## src/rtl/wp_key_gate.sv

```systemverilog
module wp_key_gate #(
  parameter int          ADDR_W    = 15,
  parameter logic [14:0] KEY_ADDR1 = 15'h5555,
  parameter logic [14:0] KEY_ADDR2 = 15'h2AAA,
  parameter bit          PROT_INIT = 1'b0
) (
  input  logic              clk,
  input  logic              rst_n,
  input  logic              wr_valid,
  input  logic [ADDR_W-1:0] wr_addr,
  input  logic [7:0]        wr_data,
  input  logic              page_done,
  output logic              wr_permit,
  output logic              prot_on,
  output logic              window_open
);

  localparam logic [ADDR_W-1:0] A1 = ADDR_W'(KEY_ADDR1);
  localparam logic [ADDR_W-1:0] A2 = ADDR_W'(KEY_ADDR2);

  typedef enum logic [2:0] {K_IDLE, K_S1, K_S2, K_C3, K_C4, K_C5} kst_t;

  kst_t st_q, st_d;
  logic prot_q, win_q;
  logic at1, at2, step_ok, live, is_key, unlock_done, clear_done;

  assign at1  = (wr_addr == A1);
  assign at2  = (wr_addr == A2);
  assign live = wr_valid && !win_q;

  always_comb begin
    case (st_q)
      K_IDLE:  step_ok = at1 && wr_data == 8'hAA;
      K_S1:    step_ok = at2 && wr_data == 8'h55;
      K_S2:    step_ok = at1 && (wr_data == 8'hA0 || wr_data == 8'h80);
      K_C3:    step_ok = at1 && wr_data == 8'hAA;
      K_C4:    step_ok = at2 && wr_data == 8'h55;
      K_C5:    step_ok = at1 && wr_data == 8'h20;
      default: step_ok = 1'b0;
    endcase
  end

  assign is_key      = live && step_ok;
  assign unlock_done = is_key && st_q == K_S2 && wr_data == 8'hA0;
  assign clear_done  = is_key && st_q == K_C5;

  always_comb begin
    st_d = st_q;
    if (live) begin
      if (!step_ok) st_d = K_IDLE;
      else begin
        case (st_q)
          K_IDLE:  st_d = K_S1;
          K_S1:    st_d = K_S2;
          K_S2:    st_d = (wr_data == 8'hA0) ? K_IDLE : K_C3;
          K_C3:    st_d = K_C4;
          K_C4:    st_d = K_C5;
          default: st_d = K_IDLE;
        endcase
      end
    end
  end

  always_ff @(posedge clk or negedge rst_n) begin
    if (!rst_n) begin
      st_q   <= K_IDLE;
      prot_q <= PROT_INIT;
      win_q  <= 1'b0;
    end else begin
      st_q <= st_d;
      if (unlock_done)     prot_q <= 1'b1;
      else if (clear_done) prot_q <= 1'b0;
      if (unlock_done)     win_q <= 1'b1;
      else if (page_done)  win_q <= 1'b0;
    end
  end

  assign wr_permit   = wr_valid && !is_key && (win_q || !prot_q);
  assign prot_on     = prot_q;
  assign window_open = win_q;

  AST_UNLOCK_OPENS: assert property (@(posedge clk) disable iff (!rst_n)
    unlock_done |=> (prot_q && win_q));
  AST_UNLOCK_BEATS_DONE: assert property (@(posedge clk) disable iff (!rst_n)
    (unlock_done && page_done) |=> win_q);
  AST_DONE_CLOSES: assert property (@(posedge clk) disable iff (!rst_n)
    (win_q && page_done) |=> !win_q);
  AST_CLEAR_DROPS: assert property (@(posedge clk) disable iff (!rst_n)
    clear_done |=> (!prot_q && !win_q));
  AST_WINDOW_PASSES: assert property (@(posedge clk) disable iff (!rst_n)
    (win_q && wr_valid) |-> wr_permit);
  AST_BREAK_IDLES: assert property (@(posedge clk) disable iff (!rst_n)
    (live && !step_ok) |=> st_q == K_IDLE);
  AST_IDLE_HOLDS: assert property (@(posedge clk) disable iff (!rst_n)
    (!wr_valid && !page_done) |=> ($stable(prot_q) && $stable(win_q) && $stable(st_q)));
  AST_IDLE_NO_PERMIT: assert property (@(posedge clk) disable iff (!rst_n)
    !wr_valid |-> !wr_permit);

endmodule

```

## config.mk

```make
export PLATFORM = sky130hd
export DESIGN_NAME = wp_key_gate
export DESIGN_NICKNAME = d
export VERILOG_FILES = /design/src/rtl/wp_key_gate.sv
export SDC_FILE = /design/constraint.sdc
export NUM_CORES = 1
export LEC_CHECK = 0
export ABC_AREA = 1
export CAP_MARGIN = 0
export CELL_PAD_IN_SITES_DETAIL_PLACEMENT = 1
export CELL_PAD_IN_SITES_GLOBAL_PLACEMENT = 2
export CORE_MARGIN = 2
export CORE_UTILIZATION = 19
export DETAILED_ROUTE_END_ITERATION = 6
export GPL_ROUTABILITY_DRIVEN = 0
export PLACE_DENSITY_LB_ADDON = 0.1
export RECOVER_POWER = 50
export SLEW_MARGIN = 20
export SYNTH_ARGS = -nofsm -noshare
export SYNTH_HDL_FRONTEND = slang
export SYNTH_SLANG_ARGS = --single-unit
```

## constraint.sdc

```tcl
create_clock -name clk -period 2.35 [get_ports clk]
set_input_delay 0.235 -clock clk [delete_from_list [all_inputs] [get_ports clk]]
set_output_delay 0.235 -clock clk [all_outputs]
set_load 0.01 [all_outputs]
```

# [Yosys cells after proc, flatten, opt, wreduce, memory -nomap -nowiden]
# Index checks and enable logic that the tools add are counted.
[word_totals] register_bits=5 latch_bits=0 ramBits=0 rom_bits=0 in_bits=27 out_inout_bits=3 wordCells=44 mem_count=0
[op_classes] n_addsub=0 mul=0 n_div=0 n_lt_le_gt_ge=0 eq_ne=12 shifts=0 n_mux=8 n_bitwise=0 n_reduce_logical=21
[op_table] operator="8-bit == test, second input constant" n=3
[op_table] operator="15-bit by 14-bit == test with 1-bit output, second input constant" n=1
[op_table] operator="15-bit == test, second input constant" n=1
[op_table] operator="3-bit one-hot mux with 5 select lines" n=1
[op_table] operator="1-bit logical AND" n=11
[op_table] operator="8-bit by 6-bit == test with 1-bit output, second input constant" n=1
[op_table] operator="8-bit by 7-bit == test with 1-bit output, second input constant" n=1
[op_table] operator="3-bit by 2-bit == test with 1-bit output, second input constant" n=2
[op_table] operator="3-bit == test, second input constant" n=2
[op_table] operator="1-bit 2-to-1 mux" n=4
[op_table] operator="1-bit one-hot mux with 4 select lines" n=1
[op_table] operator="2-bit nonzero test" n=2
[op_table] operator="2-bit OR reduction" n=2
[op_table] operator="3-bit by 1-bit == test with 1-bit output, second input constant" n=1
[op_table] operator="1-bit zero test" n=3
[op_table] operator="3-bit zero test" n=1
[op_table] operator="3-bit 2-to-1 mux" n=1
[op_table] operator="1-bit logical OR" n=2
[op_table] operator="2-bit 2-to-1 mux" n=1

# [Depth between registers and ports, before layout]
# Gate-level depths: netlist (run 1).
[depth] depth_word=8 mapped_depth=12 mapped_depth_nobuf=12

# [Worst setup path before layout (run 1)]
# Ideal clock, no wire load.
[synth_path] kind="register to output" start="register st_q[1]" end="output port wr_permit" t_arrival_ns=1.136 setup_slack_ns=0.979 path_stages_with_launch=10 n_path_buf=0 path_cell_list="dfrtp_1 inv_1 nand2_2 nor2_2 nor2_1 inv_1 nand2_1 nand2_1 nand2_2 a21oi_1"
[synth_via] elab_chain_len=7 elab_cells_between_ends=13 classes_between="eq/ne: 5; mux: 1; reduce/logical: 7"
[synth_lines] element="start, declared" line="23" source="kst_t st_q, st_d;"
[synth_lines] element="start signal, assigned" line="70" source="st_q <= st_d;"
[synth_lines] element="3-bit == test (tied with other cells)" line="32" source="case (st_q)"
[synth_lines] element="2-bit OR reduction (no source line)"
[synth_lines] element="1-bit one-hot mux with 4 select lines (*)" line="32"
[synth_lines] element="1-bit logical AND (*)" line="43" source="assign is_key = live && step_ok;"
[synth_lines] element="1-bit zero test (*)" line="78" source="assign wr_permit = wr_valid && !is_key && (win_q || !prot_q);"
[synth_lines] element="1-bit logical AND (*) (2 in a row)" line="78"
[synth_lines] element="end, declared" line="13" source="output logic wr_permit,"
# Every way passes the cells marked *; elsewhere a longest branch is shown, timed or not.

# [Worst setup path in the final report (run 1)]
[layout_path] start="register st_q[2]" end="output port wr_permit"
# Same word-level chain as after synthesis.

==> run summary, run 1 <==
Slew HR = 79.58%
placed cell area = 943.4 µm²
type of the worst setup path = register to primary output
Layout Cells excl Fill = 187
initial antenna violation count = 0
number of max-cap violations = 0
Distinct cells, synth = 18
vias in the first global route = 744
drt wl/cell = 9.551 µm
Detailed Route WL = 1.786 mm
root buf cell = clkbuf_4
Setup crit end kind = primary output
Fmax = 0.5352 GHz
sequential standard cell area = 125.1 µm²
Die Area = 3613 µm²
clock tree buffer depth = 2
clk sinks = 5
clock slew seen by the registers of the worst setup and hold paths = 0.05 ns
Power Density = 270.2 nW/µm²
grt total ovfl = 0
final cycle utilization of the critical path = 79.51%
Die Ht = 60.11 µm
Finish-stage setup viols = 0
Boundary Pins = 30
CP required = 2.12 ns
first-pass detailed-route iteration total = 3
top post-synthesis cells by area = dfrtp_1 21%, nand2_1 21%, nor2_1 14%, inv_1 13%, o21ai_2 4.4%
H-Tree Depth = 1
critical-path maximum fanout = 8
Peak VDD IR = 0.2052 mV
clk_skew = 0.005492 ns
pin count of the biggest net entering global routing = 9
CP arrival = 1.63 ns
outcome = complete, no violations
first-pass GRT wire length = 3.029 mm
drt initial violations = 8
Tot GR Track Use = 10.93%
via-per-instance ratio = 3.968
flops & latches, synth = 5
DP HPWL = 1.625 mm
Multi-input gate area = 390.4 µm²
PortBufs = 29
Syn Inst Count = 110
clk_lat worst skew = 0.24 ns
Cell Rows = 20
mapped cell area = 598.1 µm²
starting density of the core = 19.75%
count of final hold-check violations = 0
register area share after synthesis = 20.92%
CTS tree = done
fin crit period = 1.869 ns
CTS buffer count = 3
vias = 742
syn avg cell area = 5.437 µm²
Die Wd = 60.11 µm
Post-route DRC = 0
Final Net Count = 171
dpl cells = 183
Post-Layout Inst Area = 972.2 µm²
area delta synth->final = 62.55%
area leader, netlist = dfrtp_1
share of cells above drive strength 1 = 9.790%
startpoint type of the worst setup path = register
Leak = 0.4791 nW
Post-synth EDFFs = 0
# diodes = 0
Yosys warning count = 0
Post-synth ARST share = 100.0%
Filler cells = 410
Top FF cell, synth = dfrtp_1
DRT antenna net count = 0
area of the core = 3028 µm²
Mapped Nets = 137
actual slew at the worst max-slew pin = 0.3036 ns
Slew Limit Fails = 0
class of the worst hold path = input port to asynchronous set/reset pin
hold_buf cts = 0
Setup TNS Final = 0 ns
top-area cell type share of the netlist area = 20.92%
setup repair after global routing missed its margin = no
## cell type report
| cell class | instances | area share, % |
|---|---|---|
| Clock buffer | 4 | 2.703 |
| Tap cell | 44 | 5.663 |
| Multi-Input combinational cell | 83 | 40.15 |
| Timing Repair Buffer | 29 | 30.12 |
| Inverter | 22 | 8.494 |
| Sequential cell | 5 | 12.87 |
## sequential cells by signal (all words and copies together) (netlist names)
name,cells
prot_on,1
window_open,1
st_q,3
## logic make-up (layout without fill, tap and decap cells)
family | count (synthesis) | count (layout) | synth area share, %
buffers and inverters | 22 | 55 | 13.81
AND/OR/NAND/NOR | 73 | 73 | 54.60
flip-flops | 5 | 5 | 20.92
AO/OA/AOI/OAI | 10 | 10 | 10.67
## per-stage QoR
step	setup WS [ns]	hold WS (ns)	power (mW)	util [%]
after floorplan	0.9789	-0.06059	0.1112	-
after detailed placement	0.1122	0.4830	0.1676	31.16
after global placement	0.1206	0.4654	0.1672	31.16
after CTS	0.07625	0.2186	0.2716	32.02
final	0.4815	0.2879	0.2627	32.11
after global routing	0.2970	0.2810	0.2869	32.11
## worst max-delay path, stage by stage, from the launching register on
cell,delay [ns]
dfrtp_1,0.38
inv_2,0.13
nand2_1,0.06
nor2_1,0.18
nand3_1,0.11
a21oi_1,0.13
nand2_1,0.07
nand2_2,0.10
a21oi_1,0.07
dlymetal6s2s_1,0.17
## cells in the mapped netlist (2+ instances only)
| cell type | number |
|---|---|
| nand2_1 | 33 |
| dfrtp_1 | 5 |
| nor2_1 | 22 |
| nand4_1 | 2 |
| a21oi_1 | 4 |
| nor3_1 | 3 |
| nor3b_1 | 2 |
| nand3_1 | 4 |
| inv_2 | 2 |
| inv_1 | 20 |
| o21ai_2 | 3 |
| nand2_2 | 4 |
## final timing paths
kind	start	endpoint	slack, ns	cells after the start
setup / recovery	st_q[2]	wr_permit	0.48	9
hold / removal	rst_n	prot_on	0.29	1
setup reg to reg	st_q[2]	prot_on	0.90	10
hold reg to reg	prot_on	prot_on	0.50	2
max in group asynchronous	rst_n	st_q[0]	1.86	1
min in group clk	prot_on	prot_on	0.50	2
## per-layer routing
metal | wire (µm) | GRT usage [%]
met5 | 0 | 0
met3 | 69 | 3.247
met2 | 821 | 17.70
met1 | 895 | 14.82
met4 | 0 | 0.9524
## placed cells by master (no fill, tap or decap)
master           count
dlygate4sd3_1        2
o21ai_0              1
nor2_2               1
dlymetal6s2s_1       1
inv_2                2
o21ai_1              1
nand2_1             33
dfrtp_1              5
clkbuf_1             1
a21boi_0             1
clkdlybuf4s50_1     26
clkbuf_4             3
inv_1               20
o21ai_2              3
nor2_1              22
a21oi_1              4
nor4_1               1
nand4_1              2
nor3_1               3
nor2_8               1
nand2_2              4
nor3b_1              2
nand3_1              4
## power by group
| group | switching [mW] | internal [mW] |
|---|---|---|
| clock network | 0.0340 | 0.0641 |
| logic | 0.0299 | 0.0482 |
| registers | 0.00000000949 | 0.0864 |
| total | 0.0640 | 0.199 |
## what timing repair did
item | in CTS | in global routing
setup buffers | 0 | 0
setup endpoints to repair | 0 | 1
resized for setup | 0 | 1
hold endpoints to repair | 0 | 0
Note: power is estimated with default switching activity, not from simulation.
==> run 2, diff against run 1 <==
--- a/config.mk
+++ b/config.mk
@@ -10,7 +10,7 @@
 export CELL_PAD_IN_SITES_DETAIL_PLACEMENT = 1
 export CELL_PAD_IN_SITES_GLOBAL_PLACEMENT = 2
 export CORE_MARGIN = 2
-export CORE_UTILIZATION = 19
+export CORE_UTILIZATION = 18
 export DETAILED_ROUTE_END_ITERATION = 6
 export GPL_ROUTABILITY_DRIVEN = 0
 export PLACE_DENSITY_LB_ADDON = 0.1
==> constraint.sdc (replaced) <==
create_clock -name clk -period 1.8 [get_ports clk]
set_input_delay 0.18 -clock clk [delete_from_list [all_inputs] [get_ports clk]]
set_output_delay 0.18 -clock clk [all_outputs]
set_load 0.01 [all_outputs]
==> run 2 against run 1 <==
Compared with the run above:
- clock skew fell by 0.0030 ns
- worst hold slack got worse by 0.067 ns
- total power grew 35%
- critical path depth is the same
- final cell count rose by 7.5%
- final area increased by 15%
- combinational power grew 45%
- setup slack worse by 0.43 ns
- non-clock buffer count increased by 14
- global-route usage grew 0.81 points
- sequential cell count stayed put
- critical path type unchanged
- critical endpoint unchanged
- largest power group unchanged
- highest routed layer unchanged
==> run summary, run 2 (synthesis gave the netlist of run 1 again) <==
outcome = complete, no violations
Boundary Pins = 30
CP arrival = 1.56 ns
R2R cell count = 11
area of the core = 3103 µm²
count of final hold-check violations = 0
Peak VDD IR = 0.2037 mV
H-Tree Depth = 1
RR Endpoint = st_q[1]
# diodes = 0
Fmax = 0.5734 GHz
drt initial violations = 21
CTS buffer count = 3
actual slew at the worst max-slew pin = 0.3487 ns
first-pass detailed-route iteration total = 4
startpoint type of the worst setup path = register
max reg flops = 3
root buf cell = clkbuf_4
Die Ht = 61.64 µm
drt wl/cell = 9.970 µm
commonest non-fill, non-tap cell in the layout = nand2_1
clock slew seen by the registers of the worst setup and hold paths = 0.04 ns
Setup crit end kind = primary output
DRT antenna net count = 0
clock tree buffer depth = 2
RR Startpoint = st_q[1]
Layout Cells excl Fill = 201
most flop-heavy register = st_q
final cycle utilization of the critical path = 96.90%
setup repair after global routing missed its margin = yes
Post-route DRC = 0
Detailed Route WL = 2.004 mm
total power draw = 0.3553 mW
GR peak layer = met2
DP HPWL = 1.757 mm
dpl cells = 195
critical-path maximum fanout = 6
Die Wd = 61.64 µm
class of the worst hold path = input port to asynchronous set/reset pin
R2R Setup Slk = 0.19 ns
type of the worst setup path = register to primary output
Cell Rows = 20
Slew Limit Fails = 0
GRT met2 Usage = 18.80%
leading cell types in the layout, fill and taps excluded = 32 x nand2_1, 26 x clkdlybuf4s50_1, 20 x nor2_1
Filler cells = 433
met1 Use GR = 15.74%
vias in the first global route = 796
CTS tree = done
Leak = 0.5495 nW
number of max-cap violations = 0
Power Density = 318.7 nW/µm²
CP required = 1.62 ns
grt total ovfl = 0
Final Net Count = 185
clk_lat worst skew = 0.24 ns
Finish-stage setup viols = 0
clk_skew = 0.002470 ns
PortBufs = 29
clk sinks = 5
Slew HR = 76.55%
global-route met3 utilization = 3.151%
first-pass GRT wire length = 3.305 mm
vias = 800
Die Area = 3799 µm²
initial antenna violation count = 0
pin count of the biggest net entering global routing = 9
share of cells above drive strength 1 = 24.84%
via-per-instance ratio = 3.980
Tot GR Track Use = 11.74%
fin crit period = 1.744 ns
starting density of the core = 19.27%
hold_buf cts = 0
area delta synth->final = 86.40%
## run 2: worst max-delay path by stage
stage	startpoint	end	slack [ns]	depth (start not counted)
floorplan	st_q[1]	wr_permit	0.48	9
global placement	wr_data[1]	wr_permit	-0.30	12
detailed placement	wr_data[1]	wr_permit	-0.32	12
CTS	st_q[1]	wr_permit	0.04	10
global route	st_q[2]	wr_permit	-0.04	9
finish	st_q[1]	wr_permit	0.06	9
## run 2: power by group
| part | switching, mW | leakage (nW) | internal, mW |
|---|---|---|---|
| clock network | 0.0451 | 0.0150 | 0.0837 |
| logic | 0.0429 | 0.468 | 0.0706 |
| registers | 0.0000000219 | 0.0665 | 0.113 |
## run 2: routing by layer
layer | share of wire (%) | up-vias
met5 | 0 | -
met4 | 0 | 0
met2 | 46 | 18
met3 | 5.8 | 0
met1 | 48 | 355
li1 | - | 427
## run 2: metrics by stage
step	worst slack [ns]	hold slack [ns]	area (µm²)	util, %	setup TNS, ns
2_1_floorplan	0.4839	-0.1156	598.1	-	0
6_report	0.05588	0.2214	1115	35.93	0
5_1_grt	-0.03876	0.2109	1115	35.93	-0.03876
4_1_cts	0.04427	0.1486	1080	34.80	0
3_3_place_gp	-0.3005	0.4079	1033	33.31	-0.3005
3_5_place_dp	-0.3225	0.4154	1033	33.31	-0.3225
## run 2: area by class of cell
class | count | area [µm²] | share of cell area (%)
Timing Repair Buffer | 43 | 390.4 | 35.02
Clock buffer | 4 | 26.28 | 2.357
Sequential cell | 5 | 127.6 | 11.45
Tap cell | 44 | 55.05 | 4.938
Inverter | 22 | 85.08 | 7.632
Multi-Input combinational cell | 83 | 430.4 | 38.61
## run 2: worst max-delay path, cell delays in order, from the launching register on
cell and delay (ns):
dfrtp_2 0.46, inv_2 0.09, nand2_4 0.06, nor2_4 0.12, nor2_1 0.07, a21oi_1 0.17, nand2_2 0.08, nand2_2 0.08
a21oi_1 0.06, buf_2 0.14
## run 2: repair_timing
action	in CTS	in global routing
endpoints found under the setup margin	1	1
pin swaps	0	5
setup buffers	0	2
gates resized for setup	12	6
gates cloned	0	0
==> run 3, diff against run 2 <==
--- a/config.mk
+++ b/config.mk
@@ -9,11 +9,11 @@
 export CAP_MARGIN = 0
 export CELL_PAD_IN_SITES_DETAIL_PLACEMENT = 1
 export CELL_PAD_IN_SITES_GLOBAL_PLACEMENT = 2
+export CORE_ASPECT_RATIO = 0.9
 export CORE_MARGIN = 2
 export CORE_UTILIZATION = 18
 export DETAILED_ROUTE_END_ITERATION = 6
-export GPL_ROUTABILITY_DRIVEN = 0
-export PLACE_DENSITY_LB_ADDON = 0.1
+export PLACE_DENSITY = 0.81
 export RECOVER_POWER = 50
 export SLEW_MARGIN = 20
 export SYNTH_ARGS = -nofsm -noshare
==> run 3 against run 2 <==
Compared with the run above:
- sequential cell count is the same
- first-iteration DRC count down 48%
- highest routed layer unchanged
- via count decreased by 0.63%
- final cell count is 0.50% lower
- final area up 3.0%
- largest power group unchanged
- critical path type unchanged
- combinational power hardly changed
- setup slack improved by 0.056 ns
- total power increased by 22%
==> run summary, run 3 (synthesis gave the netlist of run 1 again) <==
H-Tree Depth = 1
DP HPWL = 1.767 mm
number of max-cap violations = 0
Filler cells = 406
vias = 795
Die Area = 3800 µm²
Sequential Power Share = 26.1%
share of cells above drive strength 1 = 27.85%
total power draw = 0.4330 mW
Fmax = 0.5923 GHz
buffers and inverters on the worst path = 2
grt total ovfl = 0
PortBufs = 29
sequential standard cell area = 127.6 µm²
drt initial violations = 11
Die Ht = 58.69 µm
clk_skew = 0.0004497 ns
Cell Rows = 19
clock tree buffer depth = 2
max reg flops = 3
clk_lat worst skew = 0.22 ns
area of the core = 3114 µm²
Power Density = 377.0 nW/µm²
CP arrival = 1.51 ns
type of the worst setup path = register to primary output
# diodes = 0
CTS tree = done
critical path's largest stage delay = 0.45 ns
Tot GR Track Use = 11.70%
count of final hold-check violations = 0
vias in the first global route = 834
worst-path cell chain = inv_2 > nand2_4 > nor2_4 > nand2_1 > nand2_1 > nand2_1 > nand2_1 > nand2_1 > nand2_2 > a21oi_2 > buf_2
root buf cell = clkbuf_8
final cycle utilization of the critical path = 93.79%
Leak = 0.5583 nW
class of the worst hold path = input port to asynchronous set/reset pin
fin crit period = 1.688 ns
pin count of the biggest net entering global routing = 9
Multi-input gate area = 441.7 µm²
Top delay family on crit path = simple AND/OR/NAND/NOR gates
Setup TNS Final = 0 ns
first-pass detailed-route iteration total = 4
CP Depth = 11
first-pass GRT wire length = 3.594 mm
commonest non-fill, non-tap cell in the layout = nand2_1
internal power = 0.3353 mW
Post-route DRC = 0
initial antenna violation count = 0
startpoint type of the worst setup path = register
clk sinks = 5
Finish-stage setup viols = 0
Die Wd = 64.76 µm
starting density of the core = 19.20%
area delta synth->final = 92.05%
Peak VDD IR = 0.2127 mV
combinational share of power = 26.2%
R2R cell count = 13
Slew Limit Fails = 0
Sw Ratio = 22.57%
Setup crit end kind = primary output
Boundary Pins = 30
routability cong. = 0.7190
CTS buffer count = 3
most flop-heavy register = st_q
Final Net Count = 186
Slew HR = 80.11%
clock power share = 47.7%
drt wl/cell = 10.25 µm
via-per-instance ratio = 3.975
leading cell types in the layout, fill and taps excluded = 31 x nand2_1, 25 x clkdlybuf4s50_1, 19 x inv_1
critical-path maximum fanout = 6
outcome = complete, no violations
Crit-path slowest cell = dfrtp_2
post-layout util = 36.88%
CP required = 1.62 ns
hold_buf cts = 0
CP dominant cell by count = nand2_1
Detailed Route WL = 2.050 mm
actual slew at the worst max-slew pin = 0.2957 ns
DRT antenna net count = 0
clock slew seen by the registers of the worst setup and hold paths = 0.04 ns
Sw Pwr = 0.09774 mW
[run 3: cell count changes in the layout (fill, tap and decap cells not counted)]
| cell | change |
|---|---|
| clkdlybuf4s50_1 | -1 |
| buf_4 | +1 |
| nor2_2 | +2 |
| nand2_2 | +1 |
| clkbuf_4 | -3 |
| nand2_1 | -1 |
| nor2_1 | -2 |
| a21oi_2 | +1 |
| a21oi_1 | -1 |
| dlygate4sd2_1 | +1 |
| clkbuf_8 | +3 |
[run 3: final timing paths]
| check | startpoint | slack (ns) | endpoint |
|---|---|---|---|
| max | st_q[1] | 0.11 | wr_permit |
| min | rst_n | 0.26 | prot_on |
| max reg2reg | st_q[1] | 0.30 | prot_on |
| min reg2reg | prot_on | 0.51 | prot_on |
| max in group asynchronous | rst_n | 1.32 | st_q[0] |
| min in group clk | prot_on | 0.51 | prot_on |
[run 3: area by class of cell]
class                      count  share of cell area, %
tap                           42                  4.575
timing repair buffer          44                  34.53
clock buffer                   4                  3.922
sequential                     5                  11.11
multi-input combinational     83                  38.45
inverter                      22                  7.407
[run 3: power groups by stage]
stage	Sequential (mW)	Clock, mW	Combinational, mW
floorplan	0.114	0	0.0307
global placement	0.114	0	0.112
detailed placement	0.114	0	0.114
CTS	0.113	0.211	0.114
global route	0.113	0.222	0.126
finish	0.113	0.207	0.113
[run 3: timing repair]
item,4_1_cts,5_1_grt
setup buffers,0,4
pin swaps,1,4
endpoints found under the setup margin,1,1
resized for setup,10,13
[run 3: worst reg2reg max path, stage by stage, from the launching register on]
cell and delay [ns]:
dfrtp_2 0.45, inv_2 0.08, nand2_4 0.06, nor2_4 0.13
nand2_1 0.07, nand2_1 0.06, nand2_1 0.05, nand2_1 0.06
nand2_1 0.06, nand2_2 0.07, buf_4 0.12, nand3_1 0.06
nand2_1 0.06, nand2_1 0.05
[run 3: layer usage]
layer | routed length (µm) | vias to the layer above | global-route usage [%]
met1 | 939 | 354 | 14.45
met3 | 48 | 0 | 1.530
met2 | 1062 | 9 | 22.09
met5 | 0 | - | 0
met4 | 0 | 0 | 1.824
li1 | - | 432 | -
[run 3: stage by stage]
step | instance area [µm²] | setup WS [ns] | hold slack, ns | instances
after floorplan | 598.1 | 0.4839 | -0.1156 | 110
after global placement | 1023 | -0.2201 | 0.4047 | 192
after detailed placement | 1023 | -0.2607 | 0.4188 | 192
after CTS | 1089 | 0.001098 | 0.1878 | 196
after global routing | 1149 | -0.01557 | 0.2639 | 200
final | 1149 | 0.1118 | 0.2607 | 200
